==> src/rtl/scan_port.sv <==
module scan_port #(
  parameter logic [3:0]  VERSION = 4'h3,
  parameter logic [15:0] PART    = 16'h7a5c,
  parameter logic [10:0] MAKER   = 11'h2b1
) (
  input  logic       tck,
  input  logic       trst_n,
  input  logic       tms,
  input  logic       tdi,
  output logic       tdo,
  output logic       tdo_en,
  output logic [3:0] instr,
  input  logic       bsr_so,
  output logic       bsr_capture,
  output logic       bsr_shift,
  output logic       bsr_update,
  output logic       bsr_extest,
  output logic       bsr_intest
);
  localparam int IR_W = 4;
  localparam int ID_W = 32;
  localparam logic [ID_W-1:0] ID_WORD = {VERSION, PART, MAKER, 1'b1};
  localparam logic [IR_W-1:0] I_EXTEST = 4'b0000;
  localparam logic [IR_W-1:0] I_SAMPLE = 4'b0001;
  localparam logic [IR_W-1:0] I_INTEST = 4'b0010;
  localparam logic [IR_W-1:0] I_CLAMP  = 4'b0011;
  localparam logic [IR_W-1:0] I_IDCODE = 4'b0100;
  localparam logic [IR_W-1:0] IR_CAPT  = 4'b0001;

  typedef enum logic [3:0] {
    S_RESET  = 4'd0,  S_IDLE   = 4'd1,
    S_DR_SEL = 4'd2,  S_DR_CAP = 4'd3,  S_DR_SH  = 4'd4,  S_DR_EX1 = 4'd5,
    S_DR_PAU = 4'd6,  S_DR_EX2 = 4'd7,  S_DR_UPD = 4'd8,
    S_IR_SEL = 4'd9,  S_IR_CAP = 4'd10, S_IR_SH  = 4'd11, S_IR_EX1 = 4'd12,
    S_IR_PAU = 4'd13, S_IR_EX2 = 4'd14, S_IR_UPD = 4'd15
  } tap_st_t;

  tap_st_t st, st_nx;
  logic [IR_W-1:0] ir_sr;
  logic [ID_W-1:0] id_sr;
  logic byp;
  logic sel_id, sel_bsr, dr_bit;

  always_comb begin
    case (st)
      S_RESET:  st_nx = tms ? S_RESET  : S_IDLE;
      S_IDLE:   st_nx = tms ? S_DR_SEL : S_IDLE;
      S_DR_SEL: st_nx = tms ? S_IR_SEL : S_DR_CAP;
      S_DR_CAP: st_nx = tms ? S_DR_EX1 : S_DR_SH;
      S_DR_SH:  st_nx = tms ? S_DR_EX1 : S_DR_SH;
      S_DR_EX1: st_nx = tms ? S_DR_UPD : S_DR_PAU;
      S_DR_PAU: st_nx = tms ? S_DR_EX2 : S_DR_PAU;
      S_DR_EX2: st_nx = tms ? S_DR_UPD : S_DR_SH;
      S_DR_UPD: st_nx = tms ? S_DR_SEL : S_IDLE;
      S_IR_SEL: st_nx = tms ? S_RESET  : S_IR_CAP;
      S_IR_CAP: st_nx = tms ? S_IR_EX1 : S_IR_SH;
      S_IR_SH:  st_nx = tms ? S_IR_EX1 : S_IR_SH;
      S_IR_EX1: st_nx = tms ? S_IR_UPD : S_IR_PAU;
      S_IR_PAU: st_nx = tms ? S_IR_EX2 : S_IR_PAU;
      S_IR_EX2: st_nx = tms ? S_IR_UPD : S_IR_SH;
      S_IR_UPD: st_nx = tms ? S_DR_SEL : S_IDLE;
      default:  st_nx = S_RESET;
    endcase
  end

  always_ff @(posedge tck or negedge trst_n)
    if (!trst_n) st <= S_RESET;
    else         st <= st_nx;

  always_ff @(posedge tck or negedge trst_n) begin
    if (!trst_n) begin
      ir_sr <= '0;
      id_sr <= '0;
      byp   <= 1'b0;
    end else begin
      if (st == S_IR_CAP)     ir_sr <= IR_CAPT;
      else if (st == S_IR_SH) ir_sr <= {tdi, ir_sr[IR_W-1:1]};
      if (st == S_DR_CAP) begin
        id_sr <= ID_WORD;
        byp   <= 1'b0;
      end else if (st == S_DR_SH) begin
        id_sr <= {tdi, id_sr[ID_W-1:1]};
        byp   <= tdi;
      end
    end
  end

  // Instruction latch and output stage move on the falling edge.
  always_ff @(negedge tck or negedge trst_n) begin
    if (!trst_n) begin
      instr  <= I_IDCODE;
      tdo    <= 1'b0;
      tdo_en <= 1'b0;
    end else begin
      if (st == S_RESET)       instr <= I_IDCODE;
      else if (st == S_IR_UPD) instr <= ir_sr;
      tdo    <= (st == S_IR_SH) ? ir_sr[0] : dr_bit;
      tdo_en <= (st == S_IR_SH) || (st == S_DR_SH);
    end
  end

  // USER1, BYPASS and unlisted codes fall through to the bypass stage.
  assign sel_id  = instr == I_IDCODE;
  assign sel_bsr = (instr == I_EXTEST) || (instr == I_SAMPLE) || (instr == I_INTEST);
  assign dr_bit  = sel_id ? id_sr[0] : (sel_bsr ? bsr_so : byp);

  assign bsr_capture = sel_bsr && (st == S_DR_CAP);
  assign bsr_shift   = sel_bsr && (st == S_DR_SH);
  assign bsr_update  = sel_bsr && (st == S_DR_UPD);
  assign bsr_extest  = (instr == I_EXTEST) || (instr == I_CLAMP);
  assign bsr_intest  = instr == I_INTEST;
endmodule

==> config.mk <==
export PLATFORM = sky130hd
export DESIGN_NAME = scan_port
export DESIGN_NICKNAME = d
export VERILOG_FILES = /design/src/rtl/scan_port.sv
export SDC_FILE = /design/constraint.sdc
export NUM_CORES = 1
export LEC_CHECK = 0
export ABC_AREA = 1
export ABC_CLOCK_PERIOD_IN_PS = 3000
export BUFFER_PORTS_ARGS = -buffer_cell sky130_fd_sc_hd__buf_2
export CORE_MARGIN = 10
export CORE_UTILIZATION = 55
export CTS_CLUSTER_DIAMETER = 30
export DETAILED_ROUTE_END_ITERATION = 16
export PLACE_DENSITY = 0.74
export REMOVE_ABC_BUFFERS = 1
export SYNTH_ARGS = -nofsm -noshare
export SYNTH_HDL_FRONTEND = slang
export SYNTH_SLANG_ARGS = --single-unit
==> constraint.sdc <==
create_clock -name tck -period 3 [get_ports tck]
set_input_delay 0.9 -clock tck [delete_from_list [all_inputs] [get_ports tck]]
set_output_delay 0.9 -clock tck [all_outputs]
set_load 0.02 [all_outputs]
==> out/metrics.yaml <==
cts_buffers: 5
yosys.area.top_type: "dfrtp_1"
ys.warnings.count: 0
multi_input_area_um2: 678
finalMaxSlewViolations: 0
yosys.cell_types.count: 25
timing.final.ws_setup_ns: -0.677
arrival_ns: 2.78
ff_latch_area_um2: 1150
endpoint_kind: "output pin"
worstRegToRegCells: 5
dpl.hpwl_um: 2950
drive_above_1_share_pct: 21.3
intPower_mw: 1.37
cts_tree: "built"
grt_pass1_vias: 1521
cp-start-kind: "register"
required_ns: 2.10
fin_skew_ns: 0.0588
routed_wl_um: 4080
p_leak_nw: 1.20
worstSkewPairLatency_ns: 0.39
synthCells: 220
grtUsageTotal_pct: 13.7
relSlewSlack_pct: 74.9
grt_pass1_wl_um: 6970
p_sw_share_pct: 37.1
path_max_fanout: 4
gp_congestion: 0.890
p_clk_share_pct: 16.5
htreeDepth: 2
p_per_area_nw_per_um2: 912
clkTransAtPathRegs_ns: 0.12
hold_class: "reg2reg"
synthTopCellsByArea: "dfrtp_1, nand2_1, inv_1"
rsz0062_at_grt: "true"
clockRootBuffer: "clkbuf_4"
p_sw_mw: 0.805
avgRoutedWirePerCell_um: 13.6
whs_ns: 0.507
violations: "negative setup slack"
rr_endpoint: "instr[1]$_DFFE_NN0P_"
row_count: 21
r2r_start: "st[3]$_DFF_PN0_"
timing_worst_setup_path_type: "reg2out"
synthesis.area_um2: 2000
crit_start: "instr[2]$_DFFE_NN1P_"
core_um2: 3420
synth-seq-cells: 46
fillCellCount: 270
dr_total_vias: 1575
antenna_cells: 0
maxCapViolations: 0
yosysSeqAreaShare_pct: 57.7
post-place-ws_ns: -0.472
yosysTopAreaCellShare_pct: 50.1
grt_max_degree: 29
numPortBuffers: 15
drt_iter0_markers: 77
ant_nets: 0
hold_path_end: "id_sr[4]$_DFFE_PN0P_"
clock_sinks: 46
hp-start: "id_sr[5]$_DFFE_PN0P_"
drtPass1Iterations: 4
drc_errors: 0
fin_nets: 258
io_pins: 16
die_area_um2: 6440
initial_core_util_pct: 58.5
min_path_cells: 2
combinationalPowerShare_pct: 37.9
p_seq_share_pct: 45.5
rrSetupSlack_ns: 0.22
die_w_um: 80.3
clockBufferDepth: 2
hold_violations: 0
worst_slew_pin_slew_ns: 0.376
grt-ovfl-total: 0
viasPerCell: 5.25
syn2layout_area_growth_pct: 19.2
syn_area_per_cell_um2: 9.08
finalSetupViolations: 11
irDropWorstVdd_mv: 0.580
status: "complete, but fails checks"
die_h_um: 80.3
antenna_found_initial: 0
[synth_stat cells]
master	number
nand3b_1	3
o21bai_1	1
nor2_2	2
dfstp_2	1
o21ai_0	9
a21oi_1	11
inv_4	1
nand2_4	1
inv_2	2
nand2_2	2
o22a_1	6
dfrtp_1	40
o22ai_1	12
buf_4	1
inv_1	35
nand4_1	2
o21ai_1	6
a31oi_1	1
nor3_1	2
buf_6	4
dfrtn_1	5
nor2_1	21
nand3_1	7
nand2_1	42
a22oi_1	3
[sequential cells by signal (all words and copies together) (netlist names)]
signal / flops
st: 4
id_sr: 32
instr: 4
tdo: 1
tdo_en: 1
ir_sr: 4
[metrics by stage]
stage,setup TNS (ns),cells,total power [mW],utilization [%],cell area (um2)
floorplan,-2.45,215,1.54,-,1940
global placement,-2.24,289,1.75,63.7,2170
detailed placement,-2.53,289,1.79,63.7,2170
CTS,-5.90,299,2.18,69.0,2360
global route,-6.70,300,2.35,69.7,2380
finish,-5.88,300,2.17,69.7,2380
[worst max-delay path by stage]
| stage | to | depth (start not counted) | slack [ns] |
|---|---|---|---|
| after floorplan | bsr_extest | 2 | -0.57 |
| after global placement | bsr_update | 4 | -0.42 |
| after detailed placement | bsr_shift | 4 | -0.47 |
| after CTS | bsr_capture | 4 | -0.69 |
| after global routing | bsr_update | 4 | -0.77 |
| final | bsr_update | 4 | -0.68 |
[layer usage]
metal / vias to the layer above / GRT usage [%] / wire, um
met5: - / 0 / 0
met4: 0 / 5.81 / 88
met3: 11 / 3.56 / 165
met2: 29 / 21.7 / 1930
met1: 750 / 17.1 / 1900
li1: 785 / - / -
[cell families after synthesis]
kind of cell	synth area share (%)
flip-flops	57.7
buffers and inverters	9.90
AND/OR/NAND/NOR	17.7
AO/OA/AOI/OAI	14.7
[placed cells by master (no fill, tap or decap), types with 2 or more instances in the layout]
master	count
a21oi_1	11
a22oi_1	3
buf_2	4
buf_4	14
buf_6	13
clkbuf_1	2
clkbuf_4	5
dfrtn_1	5
dfrtp_1	40
inv_1	34
inv_2	3
nand2_1	40
nand2_2	3
nand2_4	2
nand3_1	7
nand3b_1	3
nand4_1	2
nor2_1	18
nor2_2	4
o21ai_0	8
o21ai_1	6
o22a_1	6
o22ai_1	12
[layout make-up]
class	count	area share (%)
flip-flops and latches	46	48.4
multi-input cells	131	28.5
repair buffers	31	11.4
inverters	37	5.94
well taps	46	2.42
clock buffers	7	1.89
clock inverters	2	1.42
[critical path, stage by stage, from the launching register on]
cell and delay [ns]:
dfstp_2 0.55, nor2_4 0.06, nand2_4 0.09, nor2_1 0.05, buf_4 0.15
[timing repair]
item	CTS	global route
endpoints found under the setup margin	11	11
pin swaps	3	3
setup buffers	2	2
gates resized for setup	30	6
hold buffers	0	0
[power by group through the flow]
stage / Sequential [mW] / Clock, mW / Combinational (mW)
3_3_place_gp: 0.988 / 0.00417 / 0.760
2_1_floorplan: 0.989 / 0.00417 / 0.551
3_5_place_dp: 0.998 / 0.00417 / 0.787
4_1_cts: 0.990 / 0.370 / 0.824
5_1_grt: 1.01 / 0.401 / 0.934
6_report: 0.989 / 0.359 / 0.823
Power figures use the tool's default switching activity.
